--- config.mk ---
export PLATFORM = sky130hd
export DESIGN_NAME = hb_xcond_seq
export DESIGN_NICKNAME = d
export VERILOG_FILES = /design/src/rtl/hb_seq_pkg.sv /design/src/rtl/hb_req_qual.sv /design/src/rtl/hb_guard_timer.sv /design/src/rtl/hb_seq_fsm.sv /design/src/rtl/hb_xcond_seq.sv
export SDC_FILE = /design/constraint.sdc
export NUM_CORES = 1
export LEC_CHECK = 0
export BUFFER_PORTS_ARGS = -buffer_cell sky130_fd_sc_hd__buf_2
export CAP_MARGIN = 20
export CORE_MARGIN = 2
export CORE_UTILIZATION = 41
export DETAILED_ROUTE_END_ITERATION = 16
export PLACE_DENSITY = 0.66
export SLEW_MARGIN = 5
export SYNTH_ARGS = -nofsm -noshare
export SYNTH_HDL_FRONTEND = slang
export SYNTH_HIERARCHICAL = 1
export SYNTH_SLANG_ARGS = --single-unit
--- constraint.sdc ---
create_clock -name clk -period 2.4 [get_ports clk]
set_clock_uncertainty 0.15 [all_clocks]
set_input_delay 0.36 -clock clk [delete_from_list [all_inputs] [get_ports clk]]
set_output_delay 0.36 -clock clk [all_outputs]
set_load 0.05 [all_outputs]
--- src/rtl/hb_seq_pkg.sv ---
package hb_seq_pkg;

    // Qualified side request, also used for the last-used side record
    typedef enum logic [1:0] {
        SIDE_NONE = 2'd0,
        SIDE_HI   = 2'd1,
        SIDE_LO   = 2'd2
    } side_e;

    // Sequencer states
    typedef enum logic [1:0] {
        ST_IDLE_OFF = 2'd0,
        ST_HI_ON    = 2'd1,
        ST_LO_ON    = 2'd2
    } seq_state_e;

    localparam int unsigned NUM_SIDES = 2;

endpackage

--- src/rtl/hb_req_qual.sv ---
module hb_req_qual
    import hb_seq_pkg::*;
(
    input  logic  hs_on_bit,
    input  logic  ls_on_bit,
    input  logic  pwm_en,
    input  logic  pwm_in,
    input  logic  glb_en,
    output side_e req
);

    logic [NUM_SIDES-1:0] on_bits;
    logic [NUM_SIDES-1:0] qual;
    logic                 pwm_gate;

    assign on_bits  = {ls_on_bit, hs_on_bit};
    assign pwm_gate = pwm_en ? pwm_in : 1'b1;

    // Same gating per side: on bit, PWM window, global enable
    for (genvar g = 0; g < NUM_SIDES; g++) begin : g_side
        assign qual[g] = on_bits[g] & pwm_gate & glb_en;
    end

    // Conflicting requests collapse to NONE
    always_comb begin
        unique case (qual)
            2'b01:   req = SIDE_HI;
            2'b10:   req = SIDE_LO;
            default: req = SIDE_NONE;
        endcase
    end

endmodule

--- src/rtl/hb_guard_timer.sv ---
module hb_guard_timer
    import hb_seq_pkg::*;
#(
    parameter int unsigned DEAD_CYC = 16
) (
    input  logic  clk,
    input  logic  rst_n,
    input  logic  hold_clr,
    input  side_e req,
    output logic  settled
);

    localparam int unsigned CNT_W = $clog2(DEAD_CYC + 1);
    localparam logic [CNT_W-1:0] CNT_MAX  = CNT_W'(DEAD_CYC);
    localparam logic [CNT_W-1:0] CNT_LAST = CNT_W'(DEAD_CYC - 1);

    logic [CNT_W-1:0] cnt;
    side_e            req_q;
    logic             req_chg;

    assign req_chg = (req != req_q);

    always_ff @(posedge clk or negedge rst_n) begin
        if (!rst_n) begin
            req_q <= SIDE_NONE;
        end else begin
            req_q <= req;
        end
    end

    // Counts edges with an unchanged request while both switches are off
    always_ff @(posedge clk or negedge rst_n) begin
        if (!rst_n) begin
            cnt <= '0;
        end else if (hold_clr || req_chg) begin
            cnt <= '0;
        end else if (cnt < CNT_MAX) begin
            cnt <= cnt + 1'b1;
        end
    end

    assign settled = !req_chg && (cnt >= CNT_LAST);


    cnt_bound_chk: assert property (@(posedge clk) disable iff (!rst_n)
        cnt <= CNT_MAX);


    restart_clears_chk: assert property (@(posedge clk) disable iff (!rst_n)
        req_chg |=> (cnt == '0));

endmodule

--- src/rtl/hb_seq_fsm.sv ---
module hb_seq_fsm
    import hb_seq_pkg::*;
(
    input  logic  clk,
    input  logic  rst_n,
    input  side_e req,
    input  logic  settled,
    output logic  on_state,
    output logic  hs_gate,
    output logic  ls_gate
);

    seq_state_e state, state_nxt;
    side_e      last_side, last_nxt;
    logic       arm_hi, arm_lo;

    // Arm a side at once if it was the last one used, else after the guard
    assign arm_hi = (req == SIDE_HI) &&
                    ((last_side != SIDE_LO) || settled);
    assign arm_lo = (req == SIDE_LO) &&
                    ((last_side != SIDE_HI) || settled);

    always_comb begin
        state_nxt = state;
        last_nxt  = last_side;
        unique case (state)
            ST_IDLE_OFF: begin
                if (arm_hi) begin
                    state_nxt = ST_HI_ON;       // ARM_HI
                    last_nxt  = SIDE_HI;
                end else if (arm_lo) begin
                    state_nxt = ST_LO_ON;       // ARM_LO
                    last_nxt  = SIDE_LO;
                end
            end
            ST_HI_ON: begin
                if (req != SIDE_HI) state_nxt = ST_IDLE_OFF;   // DROP_HI
            end
            ST_LO_ON: begin
                if (req != SIDE_LO) state_nxt = ST_IDLE_OFF;   // DROP_LO
            end
            default: state_nxt = ST_IDLE_OFF;
        endcase
    end

    // State register
    always_ff @(posedge clk or negedge rst_n) begin
        if (!rst_n) begin
            state     <= ST_IDLE_OFF;
            last_side <= SIDE_NONE;
        end else begin
            state     <= state_nxt;
            last_side <= last_nxt;
        end
    end

    // Output decode
    always_comb begin
        hs_gate  = 1'b0;
        ls_gate  = 1'b0;
        on_state = 1'b0;
        unique case (state)
            ST_HI_ON: begin
                hs_gate  = 1'b1;
                on_state = 1'b1;
            end
            ST_LO_ON: begin
                ls_gate  = 1'b1;
                on_state = 1'b1;
            end
            default: ;
        endcase
    end


    no_swap_hi_chk: assert property (@(posedge clk) disable iff (!rst_n)
        (state == ST_HI_ON) |=> (state != ST_LO_ON));


    no_swap_lo_chk: assert property (@(posedge clk) disable iff (!rst_n)
        (state == ST_LO_ON) |=> (state != ST_HI_ON));


    same_side_rearm_chk: assert property (@(posedge clk) disable iff (!rst_n)
        (state == ST_IDLE_OFF && req == SIDE_HI && last_side == SIDE_HI)
            |=> (state == ST_HI_ON));

endmodule

--- src/rtl/hb_xcond_seq.sv ---
module hb_xcond_seq
    import hb_seq_pkg::*;
#(
    parameter int unsigned DEAD_CYC = 16
) (
    input  logic clk,
    input  logic rst_n,
    input  logic hs_on_bit,
    input  logic ls_on_bit,
    input  logic pwm_en,
    input  logic pwm_in,
    input  logic glb_en,
    output logic hs_gate,
    output logic ls_gate
);

    localparam int unsigned GAP_W = $clog2(DEAD_CYC + 1);
    localparam logic [GAP_W-1:0] GAP_MAX = GAP_W'(DEAD_CYC);

    side_e req;
    logic  settled;
    logic  on_state;

    hb_req_qual u_qual (
        .hs_on_bit (hs_on_bit),
        .ls_on_bit (ls_on_bit),
        .pwm_en    (pwm_en),
        .pwm_in    (pwm_in),
        .glb_en    (glb_en),
        .req       (req)
    );

    hb_guard_timer #(
        .DEAD_CYC (DEAD_CYC)
    ) u_timer (
        .clk      (clk),
        .rst_n    (rst_n),
        .hold_clr (on_state),
        .req      (req),
        .settled  (settled)
    );

    hb_seq_fsm u_fsm (
        .clk      (clk),
        .rst_n    (rst_n),
        .req      (req),
        .settled  (settled),
        .on_state (on_state),
        .hs_gate  (hs_gate),
        .ls_gate  (ls_gate)
    );

    // Off-time counters observed at the gate outputs, for the gap check
    logic [GAP_W-1:0] hi_off_cnt, lo_off_cnt;

    always_ff @(posedge clk or negedge rst_n) begin
        if (!rst_n) begin
            hi_off_cnt <= GAP_MAX;
            lo_off_cnt <= GAP_MAX;
        end else begin
            if (hs_gate)                 hi_off_cnt <= '0;
            else if (hi_off_cnt < GAP_MAX) hi_off_cnt <= hi_off_cnt + 1'b1;
            if (ls_gate)                 lo_off_cnt <= '0;
            else if (lo_off_cnt < GAP_MAX) lo_off_cnt <= lo_off_cnt + 1'b1;
        end
    end


    both_gates_off_chk: assert property (@(posedge clk) disable iff (!rst_n)
        !(hs_gate && ls_gate));


    glb_low_forces_off_chk: assert property (@(posedge clk) disable iff (!rst_n)
        !glb_en |=> (!hs_gate && !ls_gate));


    both_bits_off_chk: assert property (@(posedge clk) disable iff (!rst_n)
        (hs_on_bit && ls_on_bit) |=> (!hs_gate && !ls_gate));


    pwm_low_off_chk: assert property (@(posedge clk) disable iff (!rst_n)
        (pwm_en && !pwm_in) |=> (!hs_gate && !ls_gate));


    dead_gap_lo_chk: assert property (@(posedge clk) disable iff (!rst_n)
        $rose(ls_gate) |-> (hi_off_cnt >= GAP_MAX));


    dead_gap_hi_chk: assert property (@(posedge clk) disable iff (!rst_n)
        $rose(hs_gate) |-> (lo_off_cnt >= GAP_MAX));

endmodule

==> results of run 1 <==
[cells by family after synthesis]
logic type	count (synthesis)
and+or+nand+nor	23
DFF	11
adders and majority gates	5
AOI/OAI and AO/OA	9
xor gates and xnor gates	5
buffers and inverters	5
muxes	1
[worst paths after layout]
kind                                     from            endpoint  slack, ps  cells past startpoint
max                            u_timer/cnt[0]  u_fsm/last_side[0]        240                      8
min                                     rst_n      u_timer/cnt[2]        330                      2
max reg2reg                    u_timer/cnt[0]  u_fsm/last_side[0]        240                      8
min reg2reg                u_fsm/last_side[0]  u_fsm/last_side[0]        350                      1
max in group asynchronous               rst_n    u_timer/req_q[0]       1560                      2
min in group clk           u_fsm/last_side[0]  u_fsm/last_side[0]        350                      1
[through the flow]
step | cell area (um^2) | hold slack (ps)
floorplan | 632 | -85.6
global placement | 722 | 90.1
detailed placement | 722 | 95.2
CTS | 758 | 330
global route | 758 | 355
finish | 758 | 333
[power breakdown]
group	switching [mW]	internal [mW]
clock network	0.0634	0.0643
logic	0.159	0.126
registers	0.0513	0.240
total	0.274	0.430
[layout by cell type (no fill, tap or decap)]
cell | Yosys | layout
a21oi_1 | 3 | 3
ha_1 | 5 | 5
nand4b_1 | 1 | 1
and3_1 | 1 | 1
o21ai_0 | 1 | 1
mux2i_1 | 1 | 1
a2bb2oi_1 | 1 | 1
nor2b_1 | 1 | 1
nand3b_1 | 2 | 2
clkbuf_4 | 0 | 3
buf_4 | 0 | 4
nand2b_1 | 2 | 2
a21o_1 | 1 | 1
a211o_1 | 1 | 1
and4b_1 | 2 | 2
dlygate4sd3_1 | 0 | 1
o311a_1 | 1 | 1
xor2_1 | 2 | 2
or4b_4 | 1 | 1
nor4_1 | 1 | 1
xnor2_1 | 3 | 3
dfrtp_1 | 11 | 11
buf_2 | 0 | 8
a21oi_2 | 1 | 1
and2_1 | 1 | 1
inv_1 | 4 | 4
inv_2 | 1 | 1
nand3b_2 | 1 | 1
nor3b_1 | 3 | 3
clkbuf_1 | 0 | 1
nand4_1 | 1 | 1
nor2_1 | 5 | 5
nand2_1 | 1 | 1
[critical path, cell delays in order, from the launching register on]
cell and delay [ps]:
dfrtp_1 420, ha_1 180, and3_1 170, ha_1 140, nor2_1 40, a21oi_1 170
nor3b_1 110, or4b_4 490, a21o_1 190
[state kept, by name, summed over array words and instances, names as in the netlist]
signal,cells
u_fsm/state,2
u_fsm/last_side,2
u_timer/cnt,5
u_timer/req_q,2
[layer usage]
layer	share of wire, %	vias up	track usage (%)
met4	1.3	0	10.9
met5	0	-	0
li1	-	246	-
met3	3.4	2	2.55
met1	49	227	18.6
met2	46	14	23.0
[final cells by class]
type | instances | area, um^2
clock buffers | 4 | 26.3
multi-input cells | 43 | 338
well taps | 16 | 20.0
flip-flops and latches | 11 | 275
fillers | 140 | 713
inverters | 5 | 18.8
repair buffers | 13 | 80.1
==> results_dict.tcl, run 1 <==
set metrics [dict create \
    layout_min_cycle_time_ps 2160 \
    min_period_over_period_pct 90.0 \
    io_pins 9 \
    antenna_found_initial 0 \
    synth-main-ff-cell "dfrtp_1" \
    ant_nets 0 \
    synth-seq-cells 11 \
    synth_edf_count 0 \
    cp_max_fo 4 \
    synthDistinctLibCells 28 \
    vdd_drop_max_mv 0.476 \
    synth_top_cell_by_area "dfrtp_1" \
    clk_pin_slew_ps 70 \
    clockRootBuffer "clkbuf_4" \
    hold_violations 0 \
    grt_max_degree 12 \
    maxCapViolations 0 \
    post_cts_resized 0 \
    rsz0062_at_grt "no" \
    synth_top_family_by_area "simple AND/OR/NAND/NOR gates" \
    wl_per_cell_um 12.2 \
    insertion_delay_ps 270 \
    setup_ws_ps 240 \
    syn_inst 59 \
    synthXorXnorAreaFrac_pct 6.93 \
    yosysMostFrequentCell "dfrtp_1" \
    required_ps 2410 \
    start_util_pct 42.9 \
    drt-total-wl_mm 1.12 \
    hpwl_um 837 \
    route.detailed.drc 0 \
    yosys_warnings 6 \
    via_per_inst 5.32 \
    relSlewSlack_pct 74.1 \
    die_x_um 43.3 \
    dp_slack_ps 121 \
    cts_buffer_depth 2 \
    synthSimpleGateAreaFrac_pct 25.0 \
    grt.total_usage_pct 15.0 \
    tightest_slew_ps 387 \
    core_um2 1470 \
    htreeDepth 1 \
    fin_util_pct 51.5 \
    port_buffers 8 \
    clkSinkCount 11 \
    synth_compound_area_share_pct 10.1 \
    avgSynthCellArea_um2 10.7 \
    place_congestion 0.712 \
    tns_ps 0 \
    overflow 0 \
    syn_nets 71 \
    cts_buffers 3 \
    crit_type "register to register" \
    crit_arrival_ps 2170 \
    drv_slew 0 \
    cts_setup_buffers 0 \
    status "finished clean" \
    synthArstFlopShare_pct 100 \
    synthAdderAreaFrac_pct 9.90 \
    ys_seq_area_share_pct 43.6 \
    antennaDiodeCount 0 \
    finalPower_uw 704 \
    die_h_um 43.3 \
    tritoncts "done" \
    drt_first_pass_iters 4 \
    yosys-top-cells-count "dfrtp_1, ha_1, nor2_1" \
    vias 489 \
    worst_setup_path_start_kind "register" \
    drive_gt1_share_pct 25.0 \
    grt_pass1_vias 495 \
    crit_path_end_kind "register" \
    synthMuxAreaShare_pct 1.58 \
    hp-class "input port to async pin" \
    drt-initial-drc-count 9 \
    syn2layout_area_growth_pct 20.0 \
    setup-violations-final 0 \
    fmax_mhz 463 \
    powerDensity_nw_per_um2 928 \
    placedCellCount 87 \
    p_leak_nw 0.373 \
    synth.cell_area_um2 632 \
    final_nets 89 \
    grt_first_pass_wirelength_mm 2.04 \
    synth_top_area_share_pct 43.6 \
    finalNonFillerCells 92 \
    synth_area_leaders "dfrtp_1, ha_1, xnor2_1" \
    die-area_um2 1870 \
    ctsHoldBuffers 1 \
    rows 14 \
]
Power figures use the tool's default switching activity.
==> run 2, diff against run 1 <==
CTS_BUF_LIST = sky130_fd_sc_hd__clkbuf_4   (was not set)
SLEW_MARGIN = 25   (was 5)
clock period = 2.55 ns   (was 2.4 ns; I/O delays follow)
==> results_dict.tcl, run 2 (same netlist as run 1, synthesis figures left out) <==
set metrics [dict create \
    core_um2 1470 \
    cp_num_buf_inv 0 \
    grt_max_degree 12 \
    mostFrequentLayoutCell "dfrtp_1" \
    port_buffers 8 \
    maxCapViolations 0 \
    fmax_mhz 462 \
    syn2layout_area_growth_pct 18.2 \
    drive_gt1_share_pct 24.3 \
    top_register "u_timer/cnt" \
    cpMostUsedCell "ha_1" \
    rows 14 \
    crit_path_end_kind "register" \
    ant_nets 0 \
    drt-initial-drc-count 15 \
    vias 487 \
    tritoncts "done" \
    drv_slew 0 \
    tns_ps 0 \
    required_ps 2560 \
    crit_chain "ha_1 > and3_1 > ha_1 > nor2_1 > a21oi_1 > nor3b_1 > or4b_4 > a21o_1" \
    cts_buffers 3 \
    worstRegToRegCells 8 \
    rsz0062_at_grt "no" \
    die_x_um 43.3 \
    grt_pass1_vias 453 \
    crit_arrival_ps 2170 \
    htreeDepth 1 \
    start_util_pct 42.9 \
    crit_type "register to register" \
    dpl_cell_area_um2 707 \
    cts_buffer_depth 2 \
    antenna_found_initial 0 \
    relSlewSlack_pct 71.0 \
    status "finished clean" \
    via_per_inst 5.41 \
    largest_reg_flops 5 \
    grtUsageMet1_pct 21.0 \
    clockRootBuffer "clkbuf_4" \
    critPathSlowestCell "or4b_4" \
    grtUsageMet2_pct 19.4 \
    place_congestion 0.712 \
    route.detailed.drc 0 \
    grt_first_pass_wirelength_mm 2.01 \
    layout_min_cycle_time_ps 2160 \
    tightest_slew_ps 434 \
    final_cell_area_um2 747 \
    die_h_um 43.3 \
    rr_endpoint "u_fsm/last_side[0]" \
    hpwl_um 873 \
    setup-violations-final 0 \
    insertion_delay_ps 270 \
    min_period_over_period_pct 84.9 \
    top_usage_layer "met1" \
    crit_family "simple AND/OR/NAND/NOR gates" \
    hp-class "input port to async pin" \
    clk_pin_slew_ps 80 \
    die-area_um2 1870 \
    antennaDiodeCount 0 \
    final_nets 87 \
    drt_first_pass_iters 4 \
    use_met3_pct 2.98 \
    cpPeakStageDelay_ps 500 \
    powerDensity_nw_per_um2 899 \
    p_leak_nw 0.368 \
    wl_per_cell_um 12.5 \
    cp_max_fo 4 \
    overflow 0 \
    drt-total-wl_mm 1.13 \
    final_cell_mix "dfrtp_1, buf_2, ha_1, nor2_1" \
    r2r_slack_ps 390 \
    vdd_drop_max_mv 0.456 \
    clkSinkCount 11 \
    worst_setup_path_start_kind "register" \
    hold_violations 0 \
    grt.total_usage_pct 14.9 \
    r2r-start "u_timer/cnt[0]" \
    io_pins 9 \
]
-- run 2: cell types whose count changed in the layout (fill, tap and decap cells not counted) --
cell	before	now
clkbuf_1	1	0
clkbuf_4	3	4
buf_4	4	2
-- run 2: layout make-up --
| cell class | count | area [um^2] |
|---|---|---|
| Timing Repair Buffer | 11 | 65.1 |
| Clock buffer | 4 | 30.0 |
| Multi-Input combinational cell | 43 | 338 |
| Inverter | 5 | 18.8 |
| Tap cell | 16 | 20.0 |
| Sequential cell | 11 | 275 |
| Fill cell | 155 | 724 |
-- run 2: how the worst max path moves through the flow --
stage / startpoint / endpoint / slack (ps) / depth (start not counted)
after floorplan: pwm_in / u_fsm/last_side[0] / 350 / 8
after global placement: pwm_in / u_fsm/last_side[0] / 200 / 9
after detailed placement: pwm_in / u_fsm/last_side[0] / 180 / 9
after CTS: u_timer/cnt[0] / u_fsm/last_side[0] / 380 / 8
after global routing: u_timer/cnt[0] / u_fsm/last_side[0] / 230 / 8
final: u_timer/cnt[0] / u_fsm/last_side[0] / 390 / 8
-- run 2: power by group --
group	internal (mW)	switching (mW)	total, mW
Clock	0.0712	0.0599	0.131
Combinational	0.116	0.150	0.266
Sequential	0.226	0.0482	0.274
-- run 2: what timing repair did --
action	in CTS	in global routing
setup buffers	0	0
resized for setup	0	0
endpoints found under the hold margin	11	0
hold buffers	1	0
-- run 2: through the flow --
| stage | total power [mW] | setup slack (ps) | hold slack, ps | instances | util (%) |
|---|---|---|---|---|---|
| floorplan | 0.483 | 353 | -63.1 | 59 | - |
| global placement | 0.536 | 204 | 115 | 85 | 48.0 |
| detailed placement | 0.542 | 175 | 119 | 85 | 48.0 |
| CTS | 0.678 | 380 | 357 | 90 | 50.8 |
| global route | 0.725 | 228 | 375 | 90 | 50.8 |
| finish | 0.671 | 386 | 350 | 90 | 50.8 |
-- run 2: metal layers --
metal  routed length, um  vias to the layer above
li1                    -                      240
met1                 558                      231
met2                 505                       14
met3                  49                        2
met4                  14                        0
met5                   0                        -
